### src/rtl/twm_master.sv
`timescale 1ns/1ps
module twm_master #(
  parameter int DIV_W = 8
) (
  input  logic             clk,
  input  logic             rst_n,
  input  logic             cmd_wr,
  input  logic             cmd_go,
  input  logic             cmd_en,
  input  logic             cmd_sta,
  input  logic             cmd_sto,
  input  logic             cmd_ack,
  input  logic [7:0]       cmd_data,
  input  logic [DIV_W-1:0] rate_div,
  input  logic             scl_in,
  input  logic             sda_in,
  output logic             scl_oe,
  output logic             sda_oe,
  output logic             done,
  output logic             sto_pend,
  output logic [4:0]       stat_code,
  output logic [7:0]       rx_byte
);
  localparam int CNT_W = DIV_W + 1;
  localparam logic [4:0] C_BUSERR = 5'h00, C_START = 5'h01, C_RSTART = 5'h02,
                         C_WA_ACK = 5'h03, C_WA_NAK = 5'h04, C_WD_ACK = 5'h05,
                         C_WD_NAK = 5'h06, C_RA_ACK = 5'h08, C_RA_NAK = 5'h09,
                         C_RD_ACK = 5'h0A, C_RD_NAK = 5'h0B, C_NONE   = 5'h1F;

  typedef enum logic [1:0] {S_IDLE, S_START, S_BYTE, S_STOP} state_t;

  state_t           st;
  logic [3:0]       step;
  logic             hi;
  logic [CNT_W-1:0] cnt;
  logic             owned, addr_ph, rd_mode, rx_op, ack_en;
  logic [7:0]       shreg;
  logic             scl_q, sda_q;
  logic [4:0]       byte_code;

  wire [CNT_W-1:0] half_m1 = {1'b0, rate_div} + CNT_W'(7);
  wire run    = scl_oe || scl_in;
  wire tick   = (cnt == '0) && run;
  wire accept = cmd_wr && cmd_go && (st == S_IDLE);
  wire bus_err = (st == S_BYTE) && hi && scl_in && scl_q && (sda_in != sda_q);
  wire ack_seen = !sda_in;
  wire rx_next  = !addr_ph && rd_mode;

  assign byte_code = rx_op   ? (ack_en ? C_RD_ACK : C_RD_NAK) :
                     addr_ph ? (rd_mode ? (ack_seen ? C_RA_ACK : C_RA_NAK)
                                        : (ack_seen ? C_WA_ACK : C_WA_NAK)) :
                               (ack_seen ? C_WD_ACK : C_WD_NAK);

  always_ff @(posedge clk) begin
    if (!rst_n) begin
      st        <= S_IDLE;
      step      <= '0;
      hi        <= 1'b0;
      cnt       <= '0;
      owned     <= 1'b0;
      addr_ph   <= 1'b0;
      rd_mode   <= 1'b0;
      rx_op     <= 1'b0;
      ack_en    <= 1'b0;
      shreg     <= '0;
      scl_q     <= 1'b1;
      sda_q     <= 1'b1;
      scl_oe    <= 1'b0;
      sda_oe    <= 1'b0;
      done      <= 1'b0;
      sto_pend  <= 1'b0;
      stat_code <= C_NONE;
      rx_byte   <= '0;
    end else begin
      scl_q <= scl_in;
      sda_q <= sda_in;
      if (cnt != '0 && run) cnt <= cnt - 1'b1;

      if (bus_err) begin
        st        <= S_IDLE;
        scl_oe    <= 1'b0;
        sda_oe    <= 1'b0;
        owned     <= 1'b0;
        sto_pend  <= 1'b0;
        done      <= 1'b1;
        stat_code <= C_BUSERR;
      end else begin
        case (st)
          S_IDLE: if (accept) begin
            if (!cmd_en) begin
              scl_oe <= 1'b0;
              sda_oe <= 1'b0;
              owned  <= 1'b0;
            end else if (cmd_sta) begin
              st     <= S_START;
              step   <= '0;
              sda_oe <= 1'b0;
              cnt    <= half_m1;
              done   <= 1'b0;
            end else if (cmd_sto) begin
              st       <= S_STOP;
              step     <= '0;
              scl_oe   <= 1'b1;
              sda_oe   <= 1'b1;
              sto_pend <= 1'b1;
              cnt      <= half_m1;
              done     <= 1'b0;
            end else begin
              st     <= S_BYTE;
              step   <= '0;
              hi     <= 1'b0;
              rx_op  <= rx_next;
              ack_en <= cmd_ack;
              shreg  <= cmd_data;
              scl_oe <= 1'b1;
              sda_oe <= rx_next ? 1'b0 : !cmd_data[7];
              cnt    <= half_m1;
              done   <= 1'b0;
              if (addr_ph) rd_mode <= cmd_data[0];
            end
          end

          S_START: if (tick) begin
            cnt  <= half_m1;
            step <= step + 4'd1;
            case (step)
              4'd0: scl_oe <= 1'b0;
              4'd1: sda_oe <= 1'b1;
              4'd2: scl_oe <= 1'b1;
              default: begin
                st        <= S_IDLE;
                done      <= 1'b1;
                stat_code <= owned ? C_RSTART : C_START;
                owned     <= 1'b1;
                addr_ph   <= 1'b1;
              end
            endcase
          end

          S_BYTE: if (tick) begin
            cnt <= half_m1;
            if (!hi) begin
              hi     <= 1'b1;
              scl_oe <= 1'b0;
            end else begin
              hi     <= 1'b0;
              scl_oe <= 1'b1;
              if (step != 4'd8) begin
                shreg <= {shreg[6:0], sda_in};
                step  <= step + 4'd1;
                if (step == 4'd7) sda_oe <= rx_op ? ack_en : 1'b0;
                else              sda_oe <= rx_op ? 1'b0 : !shreg[6];
              end else begin
                st        <= S_IDLE;
                done      <= 1'b1;
                rx_byte   <= shreg;
                stat_code <= byte_code;
                addr_ph   <= 1'b0;
              end
            end
          end

          S_STOP: if (tick) begin
            cnt  <= half_m1;
            step <= step + 4'd1;
            case (step)
              4'd0: scl_oe <= 1'b0;
              4'd1: sda_oe <= 1'b0;
              default: begin
                st        <= S_IDLE;
                done      <= 1'b1;
                stat_code <= C_NONE;
                owned     <= 1'b0;
                sto_pend  <= 1'b0;
              end
            endcase
          end

          default: st <= S_IDLE;
        endcase
      end
    end
  end
endmodule

### config.mk
export PLATFORM = sky130hd
export DESIGN_NAME = twm_master
export DESIGN_NICKNAME = d
export VERILOG_FILES = /design/src/rtl/twm_master.sv
export SDC_FILE = /design/constraint.sdc
export NUM_CORES = 1
export LEC_CHECK = 0
export BUFFER_PORTS_ARGS = -buffer_cell sky130_fd_sc_hd__buf_2
export CELL_PAD_IN_SITES_DETAIL_PLACEMENT = 1
export CELL_PAD_IN_SITES_GLOBAL_PLACEMENT = 1
export CORE_MARGIN = 1
export CORE_UTILIZATION = 47
export CTS_BUF_LIST = sky130_fd_sc_hd__clkbuf_8
export DETAILED_ROUTE_END_ITERATION = 6
export GPL_TIMING_DRIVEN = 0
export PLACE_DENSITY_LB_ADDON = 0.1
export SKIP_CTS_REPAIR_TIMING = 1
export SYNTH_ARGS = -nofsm -noshare
export SYNTH_HDL_FRONTEND = slang
export SYNTH_SLANG_ARGS = --single-unit
### constraint.sdc
create_clock -name clk -period 4.6 [get_ports clk]
set_input_delay 1.38 -clock clk [delete_from_list [all_inputs] [get_ports clk]]
set_output_delay 1.38 -clock clk [all_outputs]
set_load 0.01 [all_outputs]
* Yosys cells after proc, flatten, opt, wreduce, memory -nomap -nowiden *
Cells that the tools add are included.
W data, S select, Z words.

word-level totals
  register bits = 48
  bits of input ports = 26
  output and inout port bits = 17
  word-level logic and storage cells = 212

operators by class
  add/sub/neg operators = 3
  equal/unequal tests = 37
  mux-type cells = 108
  bitwise logic cells = 5
  reduce and logical (&&, ||, !) cells = 41

operator list
  kind                   count
  $mux W8                7
  $mux W1                53
  $reduce_and A7 Y1      7
  $mux W9                5
  $mux W5                8
  $mux W4                9
  $ne A3 B3 Y1 const B   11
  $ne A2 B2 Y1 const B   16
  $reduce_and A9 Y1      3
  $mux W2                12
  $pmux W9 S2            1
  $pmux W8 S2            1
  $reduce_and A8 Y1      2
  $pmux W5 S3            1
  $pmux W1 S4            3
  $pmux W4 S3            1
  $add A8 B3 Y9 const B  1
  $logic_and A1 B1 Y1    9
  $logic_not A9 Y1       1
  $reduce_bool A9 Y1     1
  $sub A9 B1 Y9 const B  1
  $pmux W1 S2            4
  $pmux W2 S4            1
  $reduce_and A6 Y1      1
  22 further kinds       35

* Depth between registers and ports, before layout *
  depth after elaboration = 9
  depth in mapped cells = 9
  depth with buffers taken out = 7

* Least setup slack after synthesis *
No wires, ideal clock.

  path kind = input to register
  start point = input port sda_in
  end point = register cnt[1]
  setup time = 0.115 ns
  data arrival time = 2.720 ns
  required time = 4.485 ns
  setup slack = 1.766 ns
  stages = 7
  path buffers = 2
  cell sequence = xnor2_1 o31ai_1 or2_0 buf_2 buf_4 nor2_1 o21a_1

between the ends
  cells in the longest elaborated chain, start to end = 3

ends and longest elaborated chain
  item                  RTL line  source
  start, declared       16        input logic sda_in,
  $ne A1 B1 Y1          45        wire bus_err = (st == S_BYTE) && hi && scl_in && scl_q && (sda_in != sda_q);
  $logic_and A1 B1 Y1   45
  $mux W9               79        if (bus_err) begin
  end signal, assigned  77        if (cnt != '0 && run) cnt <= cnt - 1'b1;
  end signal, assigned  98        cnt <= half_m1;
  end signal, assigned  106       cnt <= half_m1;
  end, declared         35        logic [CNT_W-1:0] cnt;

No other way between the ends.
A chain may end at the register's enable or synchronous reset.

* Worst setup path after layout *
  start point = input port sda_in
  end point = register cnt[2]

The elaborated chain is that of the path after synthesis.

==> metrics.cfg <==
[global_route]
grt-busiest-layer = met2
grt_use_met3 = 0.0560
track_usage = 0.281
grt.met2_usage = 0.494
grt_pass1_vias = 2812
grt_pass1_wl_um = 13700
grt_util_met1 = 0.336
grt-ovfl-total = 0
grt_max_degree = 17
antenna_found_initial = 0

[placed_design]
portBuffers = 42
dp.cells = 454
place.gp.congestion = 0.903
place_hpwl_um = 6230
pre_cts_slack_ps = 1180

[timing]
finalCritPeriodShare = 0.675
fin_crit_ps = 3100
setup_tns_ps = 0
setup_viol = 0
hold_violations = 0
tightestPinTransition_ps = 1010
hold_ws_ps = 464
fmax_mhz = 322
slew_headroom = 0.322
layout_setup_ws_ps = 1500
fin_skew_ps = 10.6
rsz0062_at_grt = false
slew_violations = 0

[detailed_routing]
wl_per_cell_um = 17.9
drc = 0
vias_per_cell = 5.97
routed_wl_um = 8260
drtIter0Drc = 100
firstDrtPassIters = 4
vias = 2756
ant_nets = 0

[setup_path]
reg2reg_slack_ps = 2050
crit_type = in2reg
cp-end-kind = flop
critPathLaunchType = primary input
path_max_fanout = 10
worst_ep_required_time_ps = 4840
critPathArrivalTime_ps = 3340

[yosys]
ys_ff_latch = 48
ys_top_cells_by_area = dfxtp_1 (34%), mux2i_1 (6.0%), nor2_1 (5.7%), nand2_1 (4.9%), ha_1 (4.0%)
synth_nets = 375
syn_area_sq_mm = 0.00283
syn_inst = 340
yosysMostFrequentCell = dfxtp_1
yosysWarnings = 0
synth_edf_count = 0
ys_types = 56
synth_commonest_cells = dfxtp_1 (48), nor2_1 (43), nand2_1 (37)
synth-main-ff-cell = dfxtp_1
synthArstFlopShare = 0
yosys.area.top_type = dfxtp_1
seq_area_frac_synth = 0.340
netlist.area_leader.share = 0.340
avgSynthCellArea_sq_um = 8.31

[floorplanning]
core.rowCount = 27
fp.dieH_um = 79.6
die_w_um = 79.6
ios = 43
coreArea_sq_mm = 0.00564
dieArea_sq_mm = 0.00633
initial_core_util = 0.501

[layout]
diodes = 0
nFillCells = 711
finalNonFillerCells = 462
syn2layout_area_growth_pct = 15.5
drive_above_1_share = 0.179
nets = 424

[power]
p_leak_nw = 1.30
peakVddDrop_mv = 0.305
seq_power_share = 0.328
p_per_area_mw_per_mm2 = 530
sw_frac_of_total = 0.413
p_clk_frac = 0.219
p_int_mw = 1.01
p_sw_mw = 0.715
combPwrFrac = 0.453

[job]
maxCapViolCount = 0

[cts]
numCtsBuffers = 5
cts.sinks = 48
insertion_delay_ps = 310
cts_tree = built
clkTransAtPathRegs_ps = 100
htree_levels = 2
cts_root_buf = clkbuf_8
clockBufferDepth = 2

[worst_hold_path]
hold_path_class = reg2reg

[status]
status = complete, no violations

## power groups by stage
| stage | Combinational (mW) | Sequential [mW] | Clock, mW |
|---|---|---|---|
| after floorplan | 0.580 | 0.562 | 0 |
| after global placement | 0.744 | 0.569 | 0 |
| after detailed placement | 0.766 | 0.574 | 0 |
| after CTS | 0.780 | 0.566 | 0.382 |
| after global routing | 0.852 | 0.576 | 0.404 |
| final | 0.784 | 0.567 | 0.379 |
## layout by cell type, fill, tap and decap left out, drive strengths merged, types with 4 or more instances in the layout
cell,n
nand3b,4
nand2,37
xor2,8
buf,47
a311oi,8
a21oi,15
o21ai,15
nor2b,10
nor4b,4
dfxtp,48
mux2i,17
nand4,6
inv,11
or2,7
a211oi,10
nand3,5
xnor2,8
nor3b,4
nor2,43
a31oi,4
ha,9
nor3,15
clkbuf,18
## sequential cells by signal, summed over array words and instances, names as in the netlist
register and flops:
done 1, cnt 9, sto_pend 1, ack_en 1, st 2, stat_code 5, rd_mode 1, rx_op 1
sda_oe 1, rx_byte 8, scl_oe 1, addr_ph 1, owned 1, hi 1, scl_q 1, sda_q 1
shreg 8, step 4
## cell type report
type,count,area (sq um),share of cell area
clock inverters,3,68.8,0.0211
well taps,72,90.1,0.0276
flip-flops and latches,48,961,0.294
inverters,10,37.5,0.0115
multi-input cells,264,1750,0.537
repair buffers,42,210,0.0644
plain buffers,18,76.3,0.0234
clock buffers,5,68.8,0.0211
## metal layers
metal | vias to the layer above | wire length [um]
met5 | - | 0
met4 | 0 | 153
met3 | 14 | 451
met2 | 77 | 4010
met1 | 1343 | 3650
li1 | 1322 | -
## per-stage QoR
stage	total power [mW]	util	area [sq um]
floorplan	1.14	-	2830
global placement	1.31	0.554	3130
detailed placement	1.34	0.554	3130
CTS	1.73	0.579	3260
global route	1.83	0.579	3260
finish	1.73	0.579	3260
## worst paths after layout
check | start | endpoint | cells past startpoint
max reg2reg | cnt[0] | rx_byte[4] | 7
max | sda_in | cnt[2] | 8
min | stat_code[4] | stat_code[4] | 2
min reg2reg | stat_code[4] | stat_code[4] | 2
## critical path: stages
cell and delay (ps):
buf_2 140, xnor2_1 190, o31ai_1 830, or2_0 190, buf_2 150, buf_4 170
o21ai_0 130, a21oi_1 160
## cells by family after synthesis
kind of cell	after synthesis	synth area share
AOI/OAI and AO/OA	76	0.196
xor gates and xnor gates	16	0.0496
adders and majority gates	9	0.0398
buffers and inverters	28	0.0403
DFF	48	0.340
muxes	17	0.0602
and+or+nand+nor	146	0.274
Note: power is estimated with default switching activity, not from simulation.
